===== src/rtl/syt_pkg.sv =====
package syt_pkg;

    localparam int TICKS_PER_CYC = 3072;
    localparam int OFF_W         = 13;
    localparam int SUM_W         = 15;
    localparam int SYT_W         = 16;
    localparam int CNO_W         = 4;
    localparam int TPOS_W        = SYT_W - CNO_W;
    localparam int MAXQ          = 7;

    localparam int PHASE_LAST    = 146;
    localparam int PHASE_INIT    = 67;
    localparam int IDX_INIT      = PHASE_INIT % 13;
    localparam int STEP44_BASE   = 1386;

    localparam int DLY_PLAIN     = 8704;
    localparam int DLY_BLK_32    = 14848;
    localparam int DLY_BLK_44    = 13162;
    localparam int DLY_BLK_48    = 12800;

    localparam logic [SYT_W-1:0] SYT_EMPTY = '1;

    typedef enum logic [2:0] {
        RC_32K   = 3'd0,
        RC_44K1  = 3'd1,
        RC_48K   = 3'd2,
        RC_88K2  = 3'd3,
        RC_96K   = 3'd4,
        RC_176K4 = 3'd5,
        RC_192K  = 3'd6,
        RC_RSVD  = 3'd7
    } rate_e;

    typedef struct packed {
        logic             fam44;
        logic [OFF_W-1:0] step;
        logic [SUM_W-1:0] delay;
    } rate_cfg_t;

    function automatic rate_cfg_t cfg_of(input logic [2:0] rc, input logic blk);
        rate_cfg_t c;
        c.fam44 = rc[0] && (rc != RC_RSVD);
        c.step  = (rc == RC_32K) ? OFF_W'(TICKS_PER_CYC) : OFF_W'(1024);
        if (!blk)
            c.delay = SUM_W'(DLY_PLAIN);
        else if (rc == RC_32K)
            c.delay = SUM_W'(DLY_BLK_32);
        else if (c.fam44)
            c.delay = SUM_W'(DLY_BLK_44);
        else
            c.delay = SUM_W'(DLY_BLK_48);
        return c;
    endfunction

endpackage


===== src/rtl/syt_rate_cfg.sv =====
module syt_rate_cfg
    import syt_pkg::*;
(
    input  logic      clk,
    input  logic      rst,
    input  logic      load,
    input  logic [2:0] rate_code,
    input  logic      blocking,
    output rate_cfg_t cfg
);
    always_ff @(posedge clk) begin
        if (rst)
            cfg <= cfg_of(RC_48K, 1'b0);
        else if (load)
            cfg <= cfg_of(rate_code, blocking);
    end
endmodule


===== src/rtl/syt_offset_track.sv =====
module syt_offset_track
    import syt_pkg::*;
(
    input  logic             clk,
    input  logic             rst,
    input  logic             load,
    input  logic             adv,
    input  logic             fam44,
    input  logic [OFF_W-1:0] step,
    output logic [OFF_W-1:0] nxt_off,
    output logic             nxt_in_cyc
);
    logic [OFF_W-1:0] last_off;
    logic [7:0]       phase;
    logic [3:0]       idx;
    logic             stepping;
    logic             extra;
    logic [OFF_W-1:0] inc;

    always_comb begin
        stepping = (last_off < OFF_W'(TICKS_PER_CYC));
        extra    = ((idx != 4'd0) && (idx[1:0] == 2'b00)) || (phase == 8'(PHASE_LAST));
        inc      = fam44 ? OFF_W'(STEP44_BASE) + OFF_W'(extra) : step;
        if (stepping)
            nxt_off = last_off + inc;
        else
            nxt_off = last_off - OFF_W'(TICKS_PER_CYC);
        nxt_in_cyc = (nxt_off < OFF_W'(TICKS_PER_CYC));
    end

    always_ff @(posedge clk) begin
        if (rst || load) begin
            last_off <= OFF_W'(TICKS_PER_CYC);
            phase    <= 8'(PHASE_INIT);
            idx      <= 4'(IDX_INIT);
        end else if (adv) begin
            last_off <= nxt_off;
            if (stepping && fam44) begin
                if (phase == 8'(PHASE_LAST)) begin
                    phase <= '0;
                    idx   <= '0;
                end else begin
                    phase <= phase + 8'd1;
                    idx   <= (idx == 4'd12) ? 4'd0 : idx + 4'd1;
                end
            end
        end
    end
endmodule


===== src/rtl/syt_tick_split.sv =====
module syt_tick_split
    import syt_pkg::*;
#(
    parameter int QMAX = MAXQ,
    localparam int QW  = $clog2(QMAX + 1)
) (
    input  logic [SUM_W-1:0]  sum,
    output logic [QW-1:0]     quo,
    output logic [TPOS_W-1:0] rem
);
    logic [QMAX-1:0] ge;

    for (genvar k = 1; k <= QMAX; k++) begin : g_thr
        assign ge[k-1] = (sum >= SUM_W'(k * TICKS_PER_CYC));
    end

    logic [SUM_W-1:0] sub;

    always_comb begin
        quo = '0;
        for (int i = 0; i < QMAX; i++)
            quo = quo + QW'(ge[i]);
        sub = SUM_W'(quo) * SUM_W'(TICKS_PER_CYC);
        rem = TPOS_W'(sum - sub);
    end
endmodule


===== src/rtl/syt_stamp_gen.sv =====
module syt_stamp_gen
    import syt_pkg::*;
#(
    parameter int CYC_W = 13
) (
    input  logic             clk,
    input  logic             rst,
    input  logic             start,
    input  logic             cyc_stb,
    input  logic [CYC_W-1:0] cyc_count,
    input  logic [2:0]       rate_code,
    input  logic             blocking,
    output logic [SYT_W-1:0] syt,
    output logic             syt_val,
    output logic             syt_none
);
    localparam int QW = $clog2(MAXQ + 1);

    logic             armed;
    logic             adv;
    rate_cfg_t        cfg;
    logic [OFF_W-1:0] nxt_off;
    logic             nxt_in_cyc;
    logic [SUM_W-1:0] dsum;
    logic [QW-1:0]    quo;
    logic [TPOS_W-1:0] rem;
    logic [CNO_W-1:0] cyc_no;

    assign adv = cyc_stb && armed && !start;

    syt_rate_cfg u_cfg (
        .clk       (clk),
        .rst       (rst),
        .load      (start),
        .rate_code (rate_code),
        .blocking  (blocking),
        .cfg       (cfg)
    );

    syt_offset_track u_trk (
        .clk        (clk),
        .rst        (rst),
        .load       (start),
        .adv        (adv),
        .fam44      (cfg.fam44),
        .step       (cfg.step),
        .nxt_off    (nxt_off),
        .nxt_in_cyc (nxt_in_cyc)
    );

    assign dsum = SUM_W'(nxt_off) + cfg.delay;

    syt_tick_split #(.QMAX(MAXQ)) u_split (
        .sum (dsum),
        .quo (quo),
        .rem (rem)
    );

    assign cyc_no = cyc_count[CNO_W-1:0] + CNO_W'(quo);

    always_ff @(posedge clk) begin
        if (rst) begin
            armed    <= 1'b0;
            syt      <= SYT_EMPTY;
            syt_val  <= 1'b0;
            syt_none <= 1'b0;
        end else begin
            if (start)
                armed <= 1'b1;
            syt_val  <= adv && nxt_in_cyc;
            syt_none <= adv && !nxt_in_cyc;
            if (adv)
                syt <= nxt_in_cyc ? {cyc_no, rem} : SYT_EMPTY;
        end
    end
endmodule


===== config.mk =====
export PLATFORM = sky130hd
export DESIGN_NAME = syt_stamp_gen
export DESIGN_NICKNAME = d
export VERILOG_FILES = /design/src/rtl/syt_pkg.sv /design/src/rtl/syt_rate_cfg.sv /design/src/rtl/syt_offset_track.sv /design/src/rtl/syt_tick_split.sv /design/src/rtl/syt_stamp_gen.sv
export SDC_FILE = /design/constraint.sdc
export NUM_CORES = 1
export LEC_CHECK = 0
export BUFFER_PORTS_ARGS = -buffer_cell sky130_fd_sc_hd__buf_2
export CAP_MARGIN = 40
export CORE_UTILIZATION = 29
export CTS_CLUSTER_SIZE = 28
export DETAILED_ROUTE_END_ITERATION = 8
export SKIP_CTS_REPAIR_TIMING = 1
export SYNTH_ARGS = -nofsm -noshare
export SYNTH_HDL_FRONTEND = slang
export SYNTH_HIERARCHICAL = 1
export SYNTH_SLANG_ARGS = --single-unit

===== constraint.sdc =====
create_clock -name clk -period 14.8 [get_ports clk]
set_clock_uncertainty 0.15 [all_clocks]
set_input_delay 2.96 -clock clk [delete_from_list [all_inputs] [get_ports clk]]
set_output_delay 2.96 -clock clk [all_outputs]
set_load 0.1 [all_outputs]

==> results of run 1 <==
[worst max-delay path by stage]
stage                                 endpoint  slack, ps  cells after the start
after floorplan           syt[15]$_SDFFE_PP1P_       7190                     32
after global placement    syt[14]$_SDFFE_PP1P_       6290                     32
after detailed placement  syt[14]$_SDFFE_PP1P_       6120                     32
after CTS                 syt[14]$_SDFFE_PP1P_       6060                     32
after global routing      syt[15]$_SDFFE_PP1P_       5480                     31
final                     syt[15]$_SDFFE_PP1P_       6140                     32
[Yosys cell counts (13+ instances only)]
cell type,count
nand2_1,44
dfxtp_1,49
o21ai_0,23
nor2_1,37
ha_1,34
o22a_1,13
a21oi_1,32
buf_4,34
xnor2_1,14
inv_1,21
xor2_1,15
[power groups by stage]
stage / clock network [µW] / registers (µW) / logic [µW]
2_1_floorplan: 0 / 159 / 69.9
3_3_place_gp: 0 / 141 / 99.3
3_5_place_dp: 0 / 141 / 102
4_1_cts: 119 / 138 / 103
5_1_grt: 124 / 138 / 112
6_report: 114 / 138 / 102
[placed cells by master (no fill, tap or decap), types with 3 or more instances in the layout]
master      count
xor2_1         15
mux2i_1         3
nor3_1          5
xnor2_1        14
nor2_1         37
nand4_1         4
nor2b_1         8
o22a_1         13
o31ai_1         3
clkinvlp_4      3
conb_1         20
o21a_1          3
a211oi_1        8
dfxtp_1        49
clkbuf_16       5
and2_1          5
nand2_1        44
nand3_1         9
o21ai_0        23
ha_1           34
nand2b_1        4
fa_1            7
and3_1          3
buf_2          29
a31oi_1         7
a21o_1          8
or2_2           8
nand3b_1        4
a21oi_1        32
inv_1          21
or3_1           5
o211ai_1        6
[sequential cells by signal, indices dropped and copies added (netlist names)]
signal          flops
u_trk/phase         8
syt_val             1
syt                16
syt_none            1
u_cfg/cfg           5
armed               1
u_trk/idx           4
u_trk/last_off     13
[layer usage]
metal | up-vias | wire (µm) | GRT usage (%)
li1 | 1649 | - | -
met1 | 1473 | 3643 | 14.01
met2 | 47 | 3725 | 20.40
met3 | 6 | 234 | 2.277
met4 | 0 | 62 | 2.484
met5 | - | 0 | 0
[cell families after synthesis]
kind of cell / count (synthesis)
other cells: 2
mux: 3
compound gates: 134
fa+ha+maj: 41
buf+inv: 69
simple gates: 145
flops: 49
xor+xnor: 29
[layout make-up]
type                       count  area (µm²)
fill                        1396        9024
multi-input combinational    372        2594
sequential                    49       980.9
tap                          176       220.2
timing repair buffer          29       145.1
clock buffer                   5       125.1
inverter                      21       78.83
clock inverter                 3       22.52
[per-stage QoR]
step	cell area (µm²)	util, %	hold slack (ps)
global placement	4019	30.47	301.7
finish	4167	31.59	327.5
global route	4167	31.59	351.6
floorplan	3973	-	288.3
CTS	4167	31.59	332.2
detailed placement	4019	30.47	316.3
==> run summary, run 1 <==
Seq pwr share: 39.0%
Slowest cell delay on critical path: 630 ps
Synth warn: 6
Adder-cell share of the synthesized area: 14.48%
Vias in the first global route: 2,957
Worst reg-to-reg setup slack: 6140 ps
Final Net Count: 540
Setup TNS: 0 ps
DIE WIDTH: 118.0 µm
Syn Inst Count: 472
Layout cells sized above 1: 11.90%
Global-route wire length before repair: 13.29 mm
CTS sink cnt: 49
Syn avg cell area: 8.273 µm²
Kind of critical path: reg2reg
Port buffer count: 29
Sw Share: 33.33%
Logic pwr share: 28.8%
Avg WL per Cell: 11.70 µm
Initial Utilization: 29.61%
Routed Antenna Nets: 0
Finished Layout Cells: 655
Dpl hpwl: 6.000 mm
Core Rows: 42
Post-synth top area cell: dfxtp_1
Hold path depth: 1
Worst Path Required: 14,820 ps
I/O pins: 39
Ant diodes: 0
Largest net degree at the start of global routing: 24
Drt pass-1 iters: 4
Critical Path Source: u_trk/phase[0]$_SDFFE_PP1P_
Critical-path maximum fanout: 7
Internal: 235.5 µW
Nature of the critical path endpoint: register
Power per cell area: 84.78 nW/µm²
Crit path buf inv count: 3
Synth Area in Compound Gates: 24.16%
Post-synthesis simple-gate area fraction: 18.58%
Largest family of logic cells by synthesized area: compound AO/OA/AOI/OAI gates
Number of failing hold endpoints at the final stage: 0
RSZ-0062 raised after global routing: no
Most common cell on crit path: fa_1
Gr usage total: 11.42%
Starting DRT DRC Count: 174
Synth cell types: 67
Setup violations, final: 0
Peak supply drop: 0.00004309 V
Post-route worst setup slack: 6138 ps
GRT Residual Overflow: 0
Core Region: 13,190 µm²
Cts bufs inserted: 5
Slowest CP cell: a2111oi_0
Post-synth top flop: dfxtp_1
Hold path endpoint: syt[12]$_SDFFE_PP1P_
Clock buffer depth: 2
Routed via count: 3,175
Async S/R FF share, synth: 0%
Minimum clock period: 8662 ps
Worst path top cell family by delay: adder cells
Worst hold path class: reg2reg
Final worst-path cycle share: 58.53%
Clock slew at reported path FFs: 70 ps
CTS H-Tree Depth: 2
Maxcap violations: 0
Share of the synthesized area in the top cell type: 25.12%
Die Area: 13,930 µm²
Via/cell ratio: 4.847
Outcome: completed
Reg2reg path depth: 32
Reg-to-Reg Start: u_trk/phase[0]$_SDFFE_PP1P_
XOR/XNOR share of the synthesized area: 6.504%
Fmax: 115.4 MHz
Synthesized flop and latch total: 49
Post-Syn Area: 3905 µm²
Area contributors post-synth: dfxtp_1 (25%), ha_1 (11%), buf_4 (6.5%), nand2_1 (4.2%), a21oi_1 (4.1%)
HP Start: syt[12]$_SDFFE_PP1P_
CTS tree: yes
Leakage power: 0.001695 µW
Worst skew pair latency: 290 ps
Worst r2r dst: syt[15]$_SDFFE_PP1P_
DRC: 0
Switch Pwr: 117.7 µW
P&R area growth vs syn: 6.697%
Clock power frac: 32.2%
Slew @ Worst Pin: 736.4 ps
Headroom to the max-slew limit: 50.72%
Final wirelength: 7.665 mm
Root buffer cell: clkbuf_16
Total power: 353.2 µW
Inst Count DP: 647
GP Congestion: 0.8412
Mux cell area share after synthesis: 0.7690%
Post-synthesis sequential area ratio: 25.12%
Post-synth EDFFs: 0
Fin. max-slew vios: 0
Dpl ws: 6122 ps
Die H: 118.0 µm
Initial antenna violation count: 0
Critical Path AT: 8680 ps
Worst setup SP type: register
Note: power is estimated with default switching activity, not from simulation.
==> inputs of run 2 (changes only) <==
--- a/config.mk
+++ b/config.mk
@@ -5,6 +5,7 @@
 export SDC_FILE = /design/constraint.sdc
 export NUM_CORES = 1
 export LEC_CHECK = 0
+export ABC_AREA = 1
 export BUFFER_PORTS_ARGS = -buffer_cell sky130_fd_sc_hd__buf_2
 export CAP_MARGIN = 40
 export CORE_UTILIZATION = 29
==> constraint.sdc (replaced) <==
create_clock -name clk -period 8.1 [get_ports clk]
set_clock_uncertainty 0.15 [all_clocks]
set_input_delay 1.62 -clock clk [delete_from_list [all_inputs] [get_ports clk]]
set_output_delay 1.62 -clock clk [all_outputs]
set_load 0.1 [all_outputs]
==> run summary, run 2 <==
Outcome: finished, violations left
Failing checks: design-rule violations
CTS sink cnt: 49
Power per cell area: 144.5 nW/µm²
Initial Utilization: 30.01%
Post-synth top area cell: dfxtp_1
Worst Path Required: 8130 ps
Global-route wire length before repair: 15.78 mm
Maxcap violations: 0
Slowest cell delay on critical path: 520 ps
Post-synth top flop: dfxtp_1
Critical-path maximum fanout: 6
Logic pwr share: 31.3%
Leakage power: 0.002455 µW
Headroom to the max-slew limit: 51.74%
Internal: 433.1 µW
Area contributors post-synth: dfxtp_1 (22%), nand2_1 (14%), inv_1 (9.7%), ha_1 (9.6%), buf_4 (6.0%)
Crit path buf inv count: 5
Avg WL per Cell: 10.54 µm
Starting DRT DRC Count: 129
Ant diodes: 0
Worst reg-to-reg setup slack: 1080 ps
Biggest register: syt
Worst skew pair latency: 290 ps
Sw Share: 36.12%
Async S/R FF share, synth: 0%
Most common cell on crit path: nand2_1
RSZ-0062 raised after global routing: no
Slew @ Worst Pin: 722.2 ps
Drt pass-1 iters: 7
DRC: 4
Fin. max-slew vios: 0
Clock slew at reported path FFs: 70 ps
Commonest non-fill, non-tap cell in the layout: nand2_1
Share of the synthesized area in the top cell type: 22.23%
Post-synthesis sequential area ratio: 22.23%
Switch Pwr: 244.9 µW
Setup violations, final: 0
Peak supply drop: 0.00007477 V
P&R area growth vs syn: 6.353%
Finished Layout Cells: 864
I/O pins: 39
Die Area: 15,710 µm²
Slowest CP cell: fa_1
Post-synth EDFFs: 0
Setup TNS: 0 ps
DIE WIDTH: 125.3 µm
Max reg flops: 16
Synth cell types: 47
Number of failing hold endpoints at the final stage: 0
Nature of the critical path endpoint: register
Synthesized flop and latch total: 49
Total power: 678.1 µW
Final worst-path cycle share: 86.65%
Fmax: 142.5 MHz
Clock buffer depth: 2
Worst setup SP type: register
Worst hold path class: reg2reg
Kind of critical path: reg2reg
Final Net Count: 741
Via/cell ratio: 4.322
Most common cell in the netlist: nand2_1
Most frequent cells in the layout: nand2_1 (162), inv_1 (114), dfxtp_1 (49), nor2_1 (48), a21oi_1 (42)
Post-Syn Area: 4412 µm²
Cts bufs inserted: 5
Gr usage total: 12.11%
Syn Inst Count: 667
Routed Antenna Nets: 0
Top Registers: syt x16, u_trk/last_off x13, u_trk/phase x8
Port buffer count: 29
Core Rows: 44
Seq pwr share: 37.2%
Root buffer cell: clkbuf_16
Dpl hpwl: 7.218 mm
Layout cells sized above 1: 11.62%
Routed via count: 3,734
Final wirelength: 9.107 mm
Worst path top cell family by delay: adder cells
Synth warn: 6
Critical Path AT: 7050 ps
CTS H-Tree Depth: 2
Vias in the first global route: 3,497
Synth cell count leaders: nand2_1 (162), inv_1 (114), dfxtp_1 (49)
Clock power frac: 31.5%
Initial antenna violation count: 0
Inst Count DP: 856
Largest net degree at the start of global routing: 26
Core Region: 14,700 µm²
Minimum clock period: 7019 ps
CTS tree: yes
Syn avg cell area: 6.614 µm²
GP Congestion: 0.8026
GRT Residual Overflow: 0
Die H: 125.3 µm
-- run 2: changes by cell type in the layout (fill, tap and decap cells not counted), moves of 7 or more --
cell and change:
nand2_1 +118, inv_1 +93, nand3_1 +25, nor3_1 +16, o22a_1 -13, nor2_1 +11, a21oi_1 +10, a21oi_2 +10
a21o_1 -8, nor2b_1 -8, a211oi_1 -7
-- run 2: final cells by class --
cell class / instances / area [µm²]
flip-flops and latches: 49 / 980.9
inverters: 122 / 465.4
fillers: 1633 / 10010
clock buffers: 6 / 128.9
repair buffers: 30 / 152.6
clock inverters: 2 / 15.01
well taps: 184 / 230.2
multi-input cells: 471 / 2719
-- run 2: metrics by stage --
| stage | worst slack (ps) | hold slack, ps | instance area, µm² | util, % |
|---|---|---|---|---|
| after floorplan | 1802 | 287.1 | 4479 | - |
| after CTS | 1023 | 325.9 | 4692 | 31.92 |
| after detailed placement | 1033 | 314.2 | 4548 | 30.94 |
| final | 1081 | 320.7 | 4692 | 31.92 |
| after global placement | 1084 | 308.2 | 4548 | 30.94 |
| after global routing | 362.3 | 349.4 | 4692 | 31.92 |
-- run 2: routing by layer --
metal	wire length, µm	share of wire, %	global-route usage (%)
met3	243	2.7	2.311
met5	0	0	0
met1	4553	50	15.19
met2	4224	46	21.66
met4	86	0.94	2.080
-- run 2: power by group through the flow --
stage | combinational [µW] | sequential [µW] | clock (µW)
2_1_floorplan | 156 | 290 | 0
3_3_place_gp | 213 | 258 | 0
3_5_place_dp | 214 | 258 | 0
4_1_cts | 215 | 253 | 221
5_1_grt | 244 | 253 | 231
6_report | 212 | 252 | 213
-- run 2: final timing paths --
kind,from,end,depth (start not counted)
max,u_trk/phase[0]$_SDFFE_PP1P_,syt[15]$_SDFFE_PP1P_,37
min,u_trk/last_off[0]$_SDFFE_PP0P_,u_trk/last_off[0]$_SDFFE_PP0P_,2
max reg2reg,u_trk/phase[0]$_SDFFE_PP1P_,syt[15]$_SDFFE_PP1P_,37
min reg2reg,u_trk/last_off[0]$_SDFFE_PP0P_,u_trk/last_off[0]$_SDFFE_PP0P_,2
-- run 2: worst reg2reg max path: cells and delay by family (launching register included) --
| kind | cells | cell delay, ps |
|---|---|---|
| xor+xnor | 1 | 180 |
| simple gates | 17 | 1810 |
| buf+inv | 5 | 390 |
| fa+ha+maj | 9 | 3340 |
| flops | 1 | 330 |
| compound gates | 5 | 720 |
-- run 2: cell families after synthesis --
family | count (synthesis) | share of synthesized area, %
flip-flops | 49 | 22.23
adder cells (fa/ha/maj) | 41 | 12.82
AO/OA/AOI/OAI | 88 | 11.83
other | 2 | 0.1702
XOR/XNOR | 18 | 3.573
AND/OR/NAND/NOR | 304 | 31.71
buffers and inverters | 165 | 17.67
==> inputs of run 3 (changes only) <==
--- a/config.mk
+++ b/config.mk
@@ -11,6 +11,7 @@
 export CORE_UTILIZATION = 29
 export CTS_CLUSTER_SIZE = 28
 export DETAILED_ROUTE_END_ITERATION = 8
+export PLACE_DENSITY = 0.52
 export SKIP_CTS_REPAIR_TIMING = 1
 export SYNTH_ARGS = -nofsm -noshare
 export SYNTH_HDL_FRONTEND = slang
==> constraint.sdc (replaced) <==
create_clock -name clk -period 6.85 [get_ports clk]
set_clock_uncertainty 0.15 [all_clocks]
set_input_delay 1.37 -clock clk [delete_from_list [all_inputs] [get_ports clk]]
set_output_delay 1.37 -clock clk [all_outputs]
set_load 0.1 [all_outputs]
==> run summary, run 3 (synthesis results as in run 2) <==
Dpl hpwl: 7.765 mm
Failing checks: design-rule violations
Max reg flops: 16
Inst Count DP: 889
Avg WL per Cell: 11.10 µm
Biggest register: syt
Clock buffer depth: 2
Seq pwr share: 32.7%
Power per cell area: 173.8 nW/µm²
Drt pass-1 iters: 6
Logic pwr share: 34.7%
Commonest non-fill, non-tap cell in the layout: nand2_1
Final Cell Area: 5243 µm²
I/O pins: 39
CTS tree: yes
Kind of critical path: reg2reg
Nature of the critical path endpoint: register
Initial Utilization: 30.01%
Vias in the first global route: 3,676
Layout cells sized above 1: 23.99%
Initial antenna violation count: 0
Headroom to the max-slew limit: 47.70%
Cell Area, Placed: 4796 µm²
Fin. max-slew vios: 0
Peak supply drop: 0.00009140 V
Critical Path AT: 6550 ps
Number of failing hold endpoints at the final stage: 0
Critical-path maximum fanout: 4
Largest net degree at the start of global routing: 26
Top Registers: syt x16, u_trk/last_off x13, u_trk/phase x8
Cts bufs inserted: 5
Slowest cell delay on critical path: 590 ps
Final Util: 35.67%
Worst skew pair latency: 300 ps
Ant diodes: 0
Final wirelength: 10.04 mm
Die Area: 15,710 µm²
Slew @ Worst Pin: 782.6 ps
Starting DRT DRC Count: 176
Core Region: 14,700 µm²
Setup TNS: 0 ps
Fillers: 1,635
Internal: 600.5 µW
GRT Residual Overflow: 0
DRC: 6
Routed via count: 3,943
Routed Antenna Nets: 0
Worst setup SP type: register
Slowest CP cell: fa_2
Final hold slack: 316.3 ps
Maxcap violations: 0
Switch Pwr: 310.7 µW
Most used routing layer: met2
GP Congestion: 0.7667
Sw Share: 34.10%
Setup violations, final: 0
Die H: 125.3 µm
Worst Path Required: 6890 ps
Global-route wire length before repair: 16.68 mm
Fmax: 153.6 MHz
Clock slew at reported path FFs: 70 ps
Worst hold path class: reg2reg
RSZ-0062 raised after global routing: yes
Leakage power: 0.002709 µW
Gr usage total: 13.24%
Most frequent cells in the layout: nand2_1 (149), inv_1 (104), dfxtp_1 (48), nor2_1 (46), buf_4 (40)
CTS H-Tree Depth: 2
Global Route met3 Usage: 2.139%
Clock power frac: 32.6%
FF+latch area: 982.2 µm²
Met1 Use GR: 15.58%
Finished Layout Cells: 905
Root buffer cell: clkbuf_16
Met2 Resource Use GR: 24.61%
Via/cell ratio: 4.357
Most common cell on crit path: inv_2
Multi-input gate area: 2924 µm²
DIE WIDTH: 125.3 µm
Core Rows: 44
Outcome: finished, violations left
Final Net Count: 782
Port buffer count: 29
P&R area growth vs syn: 18.83%
Final worst-path cycle share: 95.03%
Minimum clock period: 6510 ps
CTS sink cnt: 49
[run 3: changes by cell type in the layout (fill, tap and decap cells not counted), sizes merged]
cell and delta:
buf +41, bufinv +1, clkbuf +1, clkinv -1, clkinvlp -2, inv +1
[run 3: cell type report]
cell class | instances | area share (%)
inverters | 122 | 8.878
repair buffers | 71 | 8.926
flip-flops and latches | 49 | 18.74
clock inverters | 1 | 0.5728
well taps | 184 | 4.391
multi-input cells | 471 | 55.78
clock buffers | 7 | 2.721
[run 3: path summary, 6_finish.rpt]
| check | startpoint | to | slack, ps | cells after the start |
|---|---|---|---|---|
| setup / recovery | u_trk/phase[1]$_SDFFE_PP1P_ | syt[14]$_SDFFE_PP1P_ | 340 | 35 |
| hold / removal | u_cfg/cfg[12]$_SDFFE_PP0P_ | u_cfg/cfg[12]$_SDFFE_PP0P_ | 320 | 2 |
| setup reg to reg | u_trk/phase[1]$_SDFFE_PP1P_ | syt[14]$_SDFFE_PP1P_ | 340 | 35 |
| hold reg to reg | u_cfg/cfg[12]$_SDFFE_PP0P_ | u_cfg/cfg[12]$_SDFFE_PP0P_ | 320 | 2 |
[run 3: layer usage]
layer | vias up | part of all wire (%) | wire length [µm]
li1 | 2160 | - | -
met5 | - | 0 | 0
met4 | 0 | 1.0 | 102
met2 | 44 | 49 | 4948
met1 | 1731 | 47 | 4734
met3 | 8 | 2.6 | 257
[run 3: power groups by stage]
stage	sequential (µW)	combinational [µW]	clock, µW
after detailed placement	305	281	0
after global placement	305	282	0
final	298	316	297
after global routing	299	357	320
after floorplan	343	184	0
after CTS	298	282	309
[run 3: critical path, delay by kind of cell (launching register included)]
kind | cells | cell delay [ps]
simple gates | 13 | 1400
flops | 1 | 380
compound gates | 4 | 440
xor+xnor | 2 | 290
buf+inv | 7 | 590
fa+ha+maj | 9 | 3160
[run 3: through the flow]
stage / total power, µW / worst slack, ps
floorplan: 527.1 / 551.6
global placement: 586.9 / 67.52
detailed placement: 585.9 / -3.347
CTS: 889.1 / -20.68
global route: 976.3 / -35.82
finish: 911.2 / 340.2
